[src/rtl/dma_hs_pkg.sv]
package dma_hs_pkg;
  // configuration register selects
  localparam logic [1:0] RA_OFS_LO = 2'd0;
  localparam logic [1:0] RA_OFS_HI = 2'd1;
  localparam logic [1:0] RA_COUNT  = 2'd2;
  localparam logic [1:0] RA_CTRL   = 2'd3;
  // control register bits
  localparam int CTRL_ARM_BIT = 0;
  localparam int CTRL_CLR_BIT = 1;
  // one length unit is 32 bytes = 16 words
  localparam int UNIT_WORDS_LOG2 = 4;
endpackage

[src/rtl/dma_hs_regs.sv]
module dma_hs_regs
  import dma_hs_pkg::*;
#(
  parameter int ROM_AW = 20,
  parameter int CNT_W  = 8
) (
  input  logic              clk,
  input  logic              rst_n,
  input  logic              cfg_wr,
  input  logic [1:0]        cfg_addr,
  input  logic [15:0]       cfg_wdata,
  output logic [ROM_AW-1:0] start_addr,
  output logic [CNT_W-1:0]  blk_count,
  output logic              arm_pulse,
  output logic              clr_pulse
);
  localparam int HI_W = ROM_AW - 16;

  logic [15:0]     ofs_lo_q;
  logic [HI_W-1:0] ofs_hi_q;
  logic [CNT_W-1:0] cnt_q;

  always_ff @(posedge clk or negedge rst_n) begin
    if (!rst_n) begin
      ofs_lo_q <= '0;
      ofs_hi_q <= '0;
      cnt_q    <= '0;
    end else if (cfg_wr) begin
      case (cfg_addr)
        RA_OFS_LO: ofs_lo_q <= cfg_wdata;
        RA_OFS_HI: ofs_hi_q <= cfg_wdata[HI_W-1:0];
        RA_COUNT:  cnt_q    <= cfg_wdata[CNT_W-1:0];
        default:   ;
      endcase
    end
  end

  assign start_addr = {ofs_hi_q, ofs_lo_q};
  assign blk_count  = cnt_q;
  assign arm_pulse  = cfg_wr && (cfg_addr == RA_CTRL) && cfg_wdata[CTRL_ARM_BIT];
  assign clr_pulse  = cfg_wr && (cfg_addr == RA_CTRL) && cfg_wdata[CTRL_CLR_BIT];
endmodule

[src/rtl/dma_hs_ctrl.sv]
module dma_hs_ctrl
  import dma_hs_pkg::*;
#(
  parameter int CNT_W = 8,
  localparam int TW   = CNT_W + UNIT_WORDS_LOG2
) (
  input  logic             clk,
  input  logic             rst_n,
  input  logic             arm_pulse,
  input  logic             clr_pulse,
  input  logic [CNT_W-1:0] blk_count,
  input  logic             consume,
  output logic             active,
  output logic             irq,
  output logic             load,
  output logic [TW-1:0]    total_words
);
  logic [TW-1:0] left_q;
  logic          active_q, irq_q;
  logic          zero_done, last_word, done_evt;

  assign total_words = {blk_count, {UNIT_WORDS_LOG2{1'b0}}};
  assign load        = arm_pulse && !active_q && (total_words != '0);
  assign zero_done   = arm_pulse && !active_q && (total_words == '0);
  assign last_word   = consume && active_q && (left_q == TW'(1));
  assign done_evt    = zero_done || last_word;

  always_ff @(posedge clk or negedge rst_n) begin
    if (!rst_n) begin
      left_q   <= '0;
      active_q <= 1'b0;
    end else if (load) begin
      left_q   <= total_words;
      active_q <= 1'b1;
    end else if (consume && active_q) begin
      left_q <= left_q - TW'(1);
      if (last_word) active_q <= 1'b0;
    end
  end

  // a completion in the same cycle as a clear wins
  always_ff @(posedge clk or negedge rst_n) begin
    if (!rst_n)         irq_q <= 1'b0;
    else if (done_evt)  irq_q <= 1'b1;
    else if (clr_pulse) irq_q <= 1'b0;
  end

  assign active = active_q;
  assign irq    = irq_q;
endmodule

[src/rtl/dma_hs_fetch.sv]
module dma_hs_fetch
  import dma_hs_pkg::*;
#(
  parameter int ROM_AW = 20,
  parameter int DATA_W = 16,
  parameter int CNT_W  = 8,
  localparam int TW    = CNT_W + UNIT_WORDS_LOG2
) (
  input  logic              clk,
  input  logic              rst_n,
  input  logic              load,
  input  logic [ROM_AW-1:0] start_addr,
  input  logic [TW-1:0]     total_words,
  input  logic              consume,
  output logic              hold_valid,
  output logic [DATA_W-1:0] hold_data,
  output logic              rom_req_valid,
  input  logic              rom_req_ready,
  output logic [ROM_AW-1:0] rom_req_addr,
  input  logic              rom_rsp_valid,
  output logic              rom_rsp_ready,
  input  logic [DATA_W-1:0] rom_rsp_data
);
  logic [ROM_AW-1:0] addr_q;
  logic [TW-1:0]     fleft_q;
  logic              pend_q, hv_q;
  logic [DATA_W-1:0] hd_q;

  assign rom_req_valid = (fleft_q != '0) && !hv_q && !pend_q;
  assign rom_req_addr  = addr_q;
  assign rom_rsp_ready = pend_q;

  always_ff @(posedge clk or negedge rst_n) begin
    if (!rst_n) begin
      addr_q  <= '0;
      fleft_q <= '0;
      pend_q  <= 1'b0;
      hv_q    <= 1'b0;
      hd_q    <= '0;
    end else if (load) begin
      addr_q  <= start_addr;
      fleft_q <= total_words;
      pend_q  <= 1'b0;
      hv_q    <= 1'b0;
    end else begin
      if (rom_req_valid && rom_req_ready) begin
        pend_q  <= 1'b1;
        addr_q  <= addr_q + ROM_AW'(1);
        fleft_q <= fleft_q - TW'(1);
      end
      if (rom_rsp_valid && pend_q) begin
        pend_q <= 1'b0;
        hv_q   <= 1'b1;
        hd_q   <= rom_rsp_data;
      end
      if (consume) hv_q <= 1'b0;
    end
  end

  assign hold_valid = hv_q;
  assign hold_data  = hd_q;
endmodule

[src/rtl/dma_hs_strobe.sv]
module dma_hs_strobe #(
  parameter int DATA_W    = 16,
  parameter int IN_SYNC   = 0
) (
  input  logic              clk,
  input  logic              rst_n,
  input  logic              dack_n,
  input  logic              rd_n,
  input  logic              cs_n,
  input  logic              active,
  input  logic              hold_valid,
  input  logic [DATA_W-1:0] hold_data,
  output logic              consume,
  output logic              bus_oe,
  output logic [DATA_W-1:0] bus_data,
  output logic              hi_lane_en
);
  logic dack_s, rd_s, cs_s;
  logic rd_prev_q;

  generate
    if (IN_SYNC > 0) begin : g_sync
      logic [IN_SYNC-1:0] dack_sr, rd_sr, cs_sr;
      always_ff @(posedge clk or negedge rst_n) begin
        if (!rst_n) begin
          dack_sr <= '1;
          rd_sr   <= '1;
          cs_sr   <= '1;
        end else begin
          for (int k = 0; k < IN_SYNC; k++) begin
            dack_sr[k] <= (k == 0) ? dack_n : dack_sr[(k == 0) ? 0 : k-1];
            rd_sr[k]   <= (k == 0) ? rd_n   : rd_sr[(k == 0) ? 0 : k-1];
            cs_sr[k]   <= (k == 0) ? cs_n   : cs_sr[(k == 0) ? 0 : k-1];
          end
        end
      end
      assign dack_s = dack_sr[IN_SYNC-1];
      assign rd_s   = rd_sr[IN_SYNC-1];
      assign cs_s   = cs_sr[IN_SYNC-1];
    end else begin : g_direct
      assign dack_s = dack_n;
      assign rd_s   = rd_n;
      assign cs_s   = cs_n;
    end
  endgenerate

  always_ff @(posedge clk or negedge rst_n) begin
    if (!rst_n) rd_prev_q <= 1'b1;
    else        rd_prev_q <= rd_s;
  end

  // a word leaves when the strobe ends with acknowledge still low
  assign consume    = !rd_prev_q && rd_s && !dack_s && active && hold_valid;
  assign bus_oe     = !dack_s && !rd_s && active;
  assign bus_data   = bus_oe ? hold_data : '0;
  assign hi_lane_en = !rd_s && (!dack_s || !cs_s);
endmodule

[src/rtl/dma_hs_engine.sv]
module dma_hs_engine
  import dma_hs_pkg::*;
#(
  parameter int ROM_AW  = 20,
  parameter int DATA_W  = 16,
  parameter int CNT_W   = 8,
  parameter int IN_SYNC = 0
) (
  input  logic              clk,
  input  logic              rst_n,
  input  logic              cfg_wr,
  input  logic [1:0]        cfg_addr,
  input  logic [15:0]       cfg_wdata,
  input  logic              dack_n,
  input  logic              rd_n,
  input  logic              cs_n,
  output logic              dreq,
  output logic              irq,
  output logic [DATA_W-1:0] bus_data,
  output logic              bus_oe,
  output logic              hi_lane_en,
  output logic              rom_req_valid,
  input  logic              rom_req_ready,
  output logic [ROM_AW-1:0] rom_req_addr,
  input  logic              rom_rsp_valid,
  output logic              rom_rsp_ready,
  input  logic [DATA_W-1:0] rom_rsp_data
);
  localparam int TW = CNT_W + UNIT_WORDS_LOG2;

  logic [ROM_AW-1:0] start_addr;
  logic [CNT_W-1:0]  blk_count;
  logic              arm_pulse, clr_pulse, load, active, consume, hold_valid;
  logic [TW-1:0]     total_words;
  logic [DATA_W-1:0] hold_data;

  dma_hs_regs #(.ROM_AW(ROM_AW), .CNT_W(CNT_W)) u_regs (
    .clk(clk), .rst_n(rst_n), .cfg_wr(cfg_wr), .cfg_addr(cfg_addr),
    .cfg_wdata(cfg_wdata), .start_addr(start_addr), .blk_count(blk_count),
    .arm_pulse(arm_pulse), .clr_pulse(clr_pulse)
  );

  dma_hs_ctrl #(.CNT_W(CNT_W)) u_ctrl (
    .clk(clk), .rst_n(rst_n), .arm_pulse(arm_pulse), .clr_pulse(clr_pulse),
    .blk_count(blk_count), .consume(consume), .active(active), .irq(irq),
    .load(load), .total_words(total_words)
  );

  dma_hs_fetch #(.ROM_AW(ROM_AW), .DATA_W(DATA_W), .CNT_W(CNT_W)) u_fetch (
    .clk(clk), .rst_n(rst_n), .load(load), .start_addr(start_addr),
    .total_words(total_words), .consume(consume), .hold_valid(hold_valid),
    .hold_data(hold_data), .rom_req_valid(rom_req_valid),
    .rom_req_ready(rom_req_ready), .rom_req_addr(rom_req_addr),
    .rom_rsp_valid(rom_rsp_valid), .rom_rsp_ready(rom_rsp_ready),
    .rom_rsp_data(rom_rsp_data)
  );

  dma_hs_strobe #(.DATA_W(DATA_W), .IN_SYNC(IN_SYNC)) u_strobe (
    .clk(clk), .rst_n(rst_n), .dack_n(dack_n), .rd_n(rd_n), .cs_n(cs_n),
    .active(active), .hold_valid(hold_valid), .hold_data(hold_data),
    .consume(consume), .bus_oe(bus_oe), .bus_data(bus_data),
    .hi_lane_en(hi_lane_en)
  );

  assign dreq = active;
endmodule

[config.mk]
export PLATFORM = sky130hd
export DESIGN_NAME = dma_hs_engine
export DESIGN_NICKNAME = d
export VERILOG_FILES = /design/src/rtl/dma_hs_pkg.sv /design/src/rtl/dma_hs_regs.sv /design/src/rtl/dma_hs_ctrl.sv /design/src/rtl/dma_hs_fetch.sv /design/src/rtl/dma_hs_strobe.sv /design/src/rtl/dma_hs_engine.sv
export SDC_FILE = /design/constraint.sdc
export NUM_CORES = 1
export LEC_CHECK = 0
export BUFFER_PORTS_ARGS = -buffer_cell sky130_fd_sc_hd__buf_2
export CORE_AREA = 3 3 103 105
export CTS_CLUSTER_DIAMETER = 60
export CTS_CLUSTER_SIZE = 16
export DETAILED_ROUTE_END_ITERATION = 10
export DIE_AREA = 0 0 106 108
export PLACE_DENSITY_LB_ADDON = 0.08
export SYNTH_ARGS = -nofsm -noshare
export SYNTH_HDL_FRONTEND = slang
export SYNTH_HIERARCHICAL = 1
export SYNTH_SLANG_ARGS = --single-unit
[constraint.sdc]
create_clock -name clk -period 7.1 [get_ports clk]
set_input_delay 0.355 -clock clk [delete_from_list [all_inputs] [get_ports clk]]
set_output_delay 0.355 -clock clk [all_outputs]
set_load 0.02 [all_outputs]
==> implementation parameters, run 1 <==
Parameter                              Value

Run status
  Status ... completed

STA
  Final Worst Setup Slack ... between 3 and 4 ns
  Final count of hold timing violations ... 0
  Layout Skew ... approximately 0.011 ns
  Transition time at the pin with the least slew margin ... slightly below 1 ns
  Max Fclk ... around 280 MHz
  Final setup violation count ... 0
  Setup repair after global routing missed its margin ... false
  Aggregate negative setup slack ... 0 ns
  Slew margin rel. ... between 30% and 40%
  Max-slew violation total from the final report ... 0
  Minimum period implied by the final worst setup slack ... around 3.6 ns
  Final worst-path cycle share ... 51.1%

Cells and area
  Most common library cell in the layout ignoring fill and taps ... sky130_fd_sc_hd__dfrtp_1
  Number of nets at the end of the flow ... 573
  Commonest cells after routing, fill and taps aside ... sky130_fd_sc_hd__dfrtp_1, sky130_fd_sc_hd__buf_2, sky130_fd_sc_hd__mux2_2
  Fraction of final layout cells sized beyond drive strength 1 ... between 30 and 40%
  Finished Core Util ... 56.0%
  Post-Layout Cell Count ... ~660
  Area grow syn2layout ... 12.5%
  Diodes inserted ... 0
  Final-layout fill cell count ... slightly above 900
  Final instance area ... 5450 sq um

Critical path
  Startpoint types ... register
  Crit end category ... register
  Worst setup path class ... reg2reg
  Endpoint arrival time on the critical path ... 3.86 ns
  Worst endpoint required time ... about 7.3 ns
  Maximum fanout along the worst path ... 55

Power and ir drop
  Ratio of total power to cell area ... ~360 nW/um^2
  Leakage power figure ... ~2.3 nW
  Max VDD drop ... 0.000173 V

Clock network
  # clock sinks ... 93
  Number of clock buffers inserted by TritonCTS ... 9
  Number of buffers added for setup after CTS ... 0
  Clock root cell ... sky130_fd_sc_hd__clkbuf_8
  Number of buffers on the longest clock path ... 2
  Source-to-sink clock delay at the later pin of the worst-skew pair ... around 0.36 ns
  Clock transition at the registers of the reported paths ... approximately 0.090 ns
  H-tree depth reported by CTS ... 3
  CTS tree ... built

GRT
  Number of antenna violations at the first check in global routing ... 0
  GR Overflow Total ... 0
  Maximum number of pins on one net before global-route repair ... 60
  Wire length of the first global-routing pass ... about 18000 microns
  Overall global routing resource usage ... between 20% and 30%
  Vias in the first global route ... 3639

Route
  DRC violation count after routing ... 0
  Sum of routed wire segments on met1 ... 5120 microns
  Detailed-route wire length per cell ... approximately 17 microns
  Drt initial violations ... ~160
  Total length of routed met3 wires ... between 500 and 600 microns
  Highest routed layer ... met4
  First-pass iteration count of the detailed router ... 4
  Detailed route wirelength on metal2 ... between 5000 and 6000 microns
  Routed vias ... roughly 3800
  Mean number of vias per cell ... 5.69
  Final ANT Viol Nets ... 0
  Total detailed-routing wirelength ... between 10000 and 15000 microns

Floorplan
  Initial standard-cell utilization of the core ... between 40% and 50%
  Standard-cell rows ... 36
  Total die area ... between 10000 and 15000 sq um
  Horizontal extent of the die ... between 100 and 150 microns
  Vert. Die Dim ... ~110 microns
  Boundary Pins ... 84
  Area of the placeable core ... between 9000 and 10000 sq um

Placed design
  Dpl cells ... 647
  Global placement routability congestion ... 0.827
  Pre-CTS WS ... approximately 3.5 ns
  Placed standard-cell area ... roughly 5200 sq um
  Post-detailed-placement half-perimeter wirelength ... between 7000 and 8000 microns
  Number of buffer cells added on primary ports ... 83

Synth
  Cell count after synthesis ... between 400 and 500
  Proportion of synthesized flip-flops having asynchronous set or reset ... 100%
  Yosys warning count ... 6
  Summed instance area of the synthesized netlist ... 4840 sq um
  Number of flops mapped to enable cells by yosys ... 0
  Area leader, netlist ... sky130_fd_sc_hd__dfrtp_1
  Sequential-to-total area share from yosys stat ... 48.1%
  Flops & latches, synth ... 93
  Post-synth top flop ... sky130_fd_sc_hd__dfrtp_1
  Post-Synthesis Mean Instance Area ... ~11 sq um
  Post-synth top area share ... approximately 48%
  Top area cells in the synthesized netlist ... sky130_fd_sc_hd__dfrtp_1, sky130_fd_sc_hd__mux2_2, sky130_fd_sc_hd__or4_1
  Distinct cell type count after synthesis ... 50

Worst hold path
  Type of the most critical hold path ... in2reg

Flow run
  Number of maximum-capacitance violations ... 0
## kinds of logic (layout without fill, tap and decap cells)
kind of cell / after synthesis / after routing / synth area share (%)
AOI/OAI and AO/OA: 76 / 76 / 10.5
xor gates and xnor gates: 6 / 6 / 1.09
adders and majority gates: 5 / 5 / 1.29
buffers and inverters: 42 / 112 / 5.04
DFF: 93 / 93 / 48.1
muxes: 44 / 44 / 10.2
other: 1 / 4 / 0.0775
and+or+nand+nor: 191 / 191 / 23.6
## flip-flops by register name, indices dropped and copies added (netlist names)
register,count
u_regs/ofs_hi_q,4
u_regs/ofs_lo_q,16
u_fetch/rom_req_addr,20
u_fetch/fleft_q,12
u_regs/blk_count,8
u_strobe/rd_prev_q,1
u_fetch/hold_valid,1
u_ctrl/left_q,12
u_fetch/hold_data,16
u_fetch/rom_rsp_ready,1
u_ctrl/active,1
u_ctrl/irq,1
## layout make-up
type,instances,area (sq um),share of cell area (%)
clock buffer,9,124,2.27
tap,133,166,3.05
timing repair buffer,86,443,8.13
clock inverter,7,66.3,1.22
multi-input combinational,326,2280,41.8
inverter,10,40.0,0.735
sequential,93,2330,42.7
## report_power, final
group	internal, W	total [W]	switching [W]
Combinational	0.000301	0.000679	0.000379
Clock	0.000161	0.000348	0.000187
Sequential	0.000736	0.000944	0.000208
Total	0.00120	0.00197	0.000774
## metrics by stage
stage	hold slack (ns)	power [W]
2_1_floorplan	0.0594	0.00141
3_3_place_gp	0.332	0.00161
3_5_place_dp	0.336	0.00163
4_1_cts	0.124	0.00198
5_1_grt	0.124	0.00212
6_report	0.140	0.00197
## routing by layer
layer / vias up / GRT usage (%)
li1: 1824 / -
met5: - / 0
met2: 104 / 32.9
met3: 5 / 3.76
met4: 0 / 4.81
met1: 1844 / 28.4
## cell usage after synthesis, types with 2 or more instances
cell type and instances:
sky130_fd_sc_hd__a21oi_1 7, sky130_fd_sc_hd__a31oi_1 25, sky130_fd_sc_hd__a32oi_1 2, sky130_fd_sc_hd__and2_2 16, sky130_fd_sc_hd__and3_1 6, sky130_fd_sc_hd__and4_1 5
sky130_fd_sc_hd__buf_2 2, sky130_fd_sc_hd__buf_4 15, sky130_fd_sc_hd__buf_6 3, sky130_fd_sc_hd__clkbuf_1 10, sky130_fd_sc_hd__clkbuf_2 2, sky130_fd_sc_hd__dfrtp_1 92
sky130_fd_sc_hd__ha_1 5, sky130_fd_sc_hd__inv_1 8, sky130_fd_sc_hd__mux2_2 44, sky130_fd_sc_hd__nand2_1 29, sky130_fd_sc_hd__nand2b_1 2, sky130_fd_sc_hd__nand3_1 27
sky130_fd_sc_hd__nand3b_1 3, sky130_fd_sc_hd__nand4_1 8, sky130_fd_sc_hd__nand4_2 2, sky130_fd_sc_hd__nand4b_1 2, sky130_fd_sc_hd__nor2_1 37, sky130_fd_sc_hd__nor2b_1 5
sky130_fd_sc_hd__nor3_1 7, sky130_fd_sc_hd__nor3b_4 3, sky130_fd_sc_hd__nor4_1 2, sky130_fd_sc_hd__o211ai_1 8, sky130_fd_sc_hd__o21ai_0 7, sky130_fd_sc_hd__o21ai_1 3
sky130_fd_sc_hd__o31ai_1 20, sky130_fd_sc_hd__or3_1 5, sky130_fd_sc_hd__or4_1 24, sky130_fd_sc_hd__or4_4 2, sky130_fd_sc_hd__xnor2_1 2, sky130_fd_sc_hd__xor2_1 4
## worst paths after layout
kind	from	endpoint	slack, ns	depth (start not counted)
setup / recovery	u_regs/blk_count[2]	u_fetch/hold_data[8]	3.48	6
hold / removal	rd_n	u_strobe/rd_prev_q	0.14	1
setup reg to reg	u_regs/blk_count[2]	u_fetch/hold_data[8]	3.48	6
hold reg to reg	u_regs/ofs_lo_q[3]	u_fetch/rom_req_addr[3]	0.49	2
max in group asynchronous	rst_n	u_fetch/fleft_q[11]	5.50	3
min in group asynchronous	rst_n	u_ctrl/left_q[1]	0.49	2
## critical path: stages (launching register included)
cell                      delay, ns
sky130_fd_sc_hd__dfrtp_1       0.42
sky130_fd_sc_hd__or4_4         0.57
sky130_fd_sc_hd__o21ai_4       0.31
sky130_fd_sc_hd__inv_4         0.17
sky130_fd_sc_hd__inv_2         0.70
sky130_fd_sc_hd__nand3_1       0.81
sky130_fd_sc_hd__mux2_2        0.51
## what timing repair did
action	CTS	global route
hold buffers	1	0
resized for setup	0	0
hold endpoints to repair	34	0
(Power assumes the default switching activity.)
==> inputs of run 2 (changes only) <==
==> constraint.sdc (replaced) <==
create_clock -name clk -period 3.3 [get_ports clk]
set_input_delay 0.165 -clock clk [delete_from_list [all_inputs] [get_ports clk]]
set_output_delay 0.165 -clock clk [all_outputs]
set_load 0.02 [all_outputs]
==> run 2 against run 1 <==
Net effect:
- via count grew 1.4%
- power increased by 120%
- wire length fell by 0.12%
- die area unchanged
- combinational power is 120% higher
- critical path depth is the same
- sequential power increased by 110%
==> implementation parameters, run 2 (synthesis results as in run 1) <==
Parameter                              Value

Run status
  Status ... completed

Placed design
  Dpl cells ... 653 (+0.93%)
  Post-detailed-placement half-perimeter wirelength ... 7780 microns (+0.49%)
  Number of buffer cells added on primary ports ... 83 (unchanged)
  Global placement routability congestion ... 0.816 (-1.3%)
  Placed standard-cell area ... 5290 sq um (+0.86%)

Clock network
  Clock transition at the registers of the reported paths ... 0.09 ns (about the same)
  H-tree depth reported by CTS ... 3 (unchanged)
  Source-to-sink clock delay at the later pin of the worst-skew pair ... 0.35 ns (about the same)
  CTS tree ... built
  Number of buffers on the longest clock path ... 2 (unchanged)
  # clock sinks ... 93 (unchanged)
  Post-CTS sizing ... 0 (unchanged)
  Clock root cell ... sky130_fd_sc_hd__clkbuf_8
  Number of clock buffers inserted by TritonCTS ... 9 (unchanged)

Critical path
  Endpoint arrival time on the critical path ... 2.95 ns (-0.91 ns)
  Startpoint types ... register
  Worst R2R Start ... u_regs/blk_count[2]
  Worst endpoint required time ... 3.53 ns (-3.81 ns)
  Worst setup path class ... reg2reg
  Crit end category ... register
  Maximum fanout along the worst path ... 26 (-53%)
  Source of the critical timing path ... u_regs/blk_count[2]

Power and ir drop
  Power after layout ... 0.00425 W (+120%)
  Net switching power figure ... 0.00163 W (+110%)
  Ratio of total power to cell area ... 772 nW/um^2 (+110%)
  Max VDD drop ... 0.000375 V (+120%)
  Leakage power figure ... 2.37 nW (+1.3%)
  Internal power ... 0.00261 W (+120%)
  Share of power burned in combinational logic ... 34.7% (+0.3 points)
  Net Sw Frac ... 38.5% (-0.80 points)
  Relative contribution of the clock network to total power ... 17.7% (about the same)
  Flop pwr share ... 47.6% (-0.3 points)

Route
  Final ANT Viol Nets ... 0 (unchanged)
  DRC violation count after routing ... 0 (unchanged)
  First-pass iteration count of the detailed router ... 4 (unchanged)
  Mean number of vias per cell ... 5.71 (+0.35%)
  Total detailed-routing wirelength ... 11000 microns (-0.12%)
  Detailed-route wire length per cell ... 16.5 microns (-1.2%)
  Routed vias ... 3830 (+1.4%)
  Drt initial violations ... 213 (+32%)

Cells and area
  Number of nets at the end of the flow ... 580 (+1.2%)
  Post-Layout Cell Count ... 671 (+1.1%)
  Final-layout fill cell count ... 926 (+2.2%)
  Diodes inserted ... 0 (unchanged)
  Fraction of final layout cells sized beyond drive strength 1 ... 32.9% (-0.057 points)
  Final instance area ... 5500 sq um (+0.96%)
  Most common library cell in the layout ignoring fill and taps ... sky130_fd_sc_hd__dfrtp_1
  Area taken by multi-input logic gates ... 2280 sq um (unchanged)
  Number of flip-flops under the largest register name ... 20 (unchanged)
  Area taken by flip-flops and latches ... 2330 sq um (unchanged)
  Area grow syn2layout ... 13.6%
  Finished Core Util ... 56.5% (+0.54 points)
  Commonest cells after routing, fill and taps aside ... sky130_fd_sc_hd__dfrtp_1, sky130_fd_sc_hd__buf_2, sky130_fd_sc_hd__mux2_2

STA
  Final count of hold timing violations ... 0 (unchanged)
  Minimum period implied by the final worst setup slack ... 2.72 ns (-0.909 ns)
  Max-slew violation total from the final report ... 0 (unchanged)
  Setup repair after global routing missed its margin ... false
  Transition time at the pin with the least slew margin ... 0.918 ns (-0.0684 ns)
  Final setup violation count ... 0 (unchanged)
  Aggregate negative setup slack ... 0 ns (unchanged)
  Slew margin rel. ... 38.7% (+5.4 points)
  Final worst-path cycle share ... 82.3% (+31 points)
  Layout Skew ... 0.00543 ns (-0.00508 ns)
  Max Fclk ... 368 MHz (+33%)

GRT
  Vias in the first global route ... 3784 (+4.0%)
  Maximum number of pins on one net before global-route repair ... 55 (-8.3%)
  Number of antenna violations at the first check in global routing ... 0 (unchanged)
  Overall global routing resource usage ... 20.3% (about the same)
  Wire length of the first global-routing pass ... 18600 microns (+0.48%)
  GR Overflow Total ... 0 (unchanged)

Floorplan
  Boundary Pins ... 84 (unchanged)
  Total die area ... 11400 sq um (unchanged)
  Area of the placeable core ... 9730 sq um (unchanged)
  Standard-cell rows ... 36 (unchanged)
  Horizontal extent of the die ... 106 microns (unchanged)
  Vert. Die Dim ... 108 microns (unchanged)
  Initial standard-cell utilization of the core ... 49.8% (unchanged)

Worst hold path
  Type of the most critical hold path ... in2reg
  Origin of the worst min-delay path ... cfg_wdata[12]

Flow run
  Number of maximum-capacitance violations ... 0 (unchanged)
[run 2: metrics by stage]
stage	hold WS [ns]	setup slack [ns]
after floorplan	-0.131	0.995
after global routing	0.0133	0.409
after global placement	0.213	0.643
final	0.0388	0.584
after CTS	0.0225	0.559
after detailed placement	0.215	0.574
[run 2: repair_timing]
item                                    4_1_cts  5_1_grt
endpoints found under the hold margin        43        0
hold buffers                                  2        0
buffers inserted                              0        0
endpoints found under the setup margin        0        0
[run 2: final timing paths]
kind | slack, ns | depth (start not counted) | end
max in group asynchronous | 2.17 | 3 | u_ctrl/left_q[9]
min reg2reg | 0.50 | 2 | u_fetch/rom_req_addr[4]
max | 0.58 | 6 | u_fetch/hold_data[12]
min in group asynchronous | 0.36 | 2 | u_ctrl/left_q[1]
min | 0.04 | 2 | u_regs/ofs_lo_q[12]
max reg2reg | 0.58 | 6 | u_fetch/hold_data[12]
[run 2: cell type report]
class | instances | area share [%]
clock buffer | 14 | 2.78
clock inverter | 2 | 0.637
inverter | 10 | 0.728
multi-input combinational | 326 | 41.4
sequential | 93 | 42.3
tap | 133 | 3.03
timing repair buffer | 93 | 9.05
[run 2: routing by layer]
metal / share of wire [%] / up-vias / track usage, %
li1: - / 1833 / -
met1: 45 / 1894 / 26.8
met2: 50 / 92 / 34.5
met3: 4.3 / 11 / 3.82
met4: 0.90 / 0 / 5.55
met5: 0 / - / 0
[run 2: worst max-delay path, stage by stage (launching register included)]
cell and delay, ns:
sky130_fd_sc_hd__dfrtp_1 0.43, sky130_fd_sc_hd__or4_4 0.58, sky130_fd_sc_hd__o21ai_4 0.30, sky130_fd_sc_hd__inv_4 0.17
sky130_fd_sc_hd__inv_2 0.09, sky130_fd_sc_hd__nand3_1 0.52, sky130_fd_sc_hd__mux2_2 0.50
[run 2: power by group through the flow]
stage	Combinational, W	Clock, W	Sequential, W
2_1_floorplan	0.000940	0	0.00209
3_3_place_gp	0.00145	0	0.00202
3_5_place_dp	0.00148	0	0.00204
4_1_cts	0.00148	0.000771	0.00202
5_1_grt	0.00164	0.000823	0.00211
6_report	0.00147	0.000753	0.00202
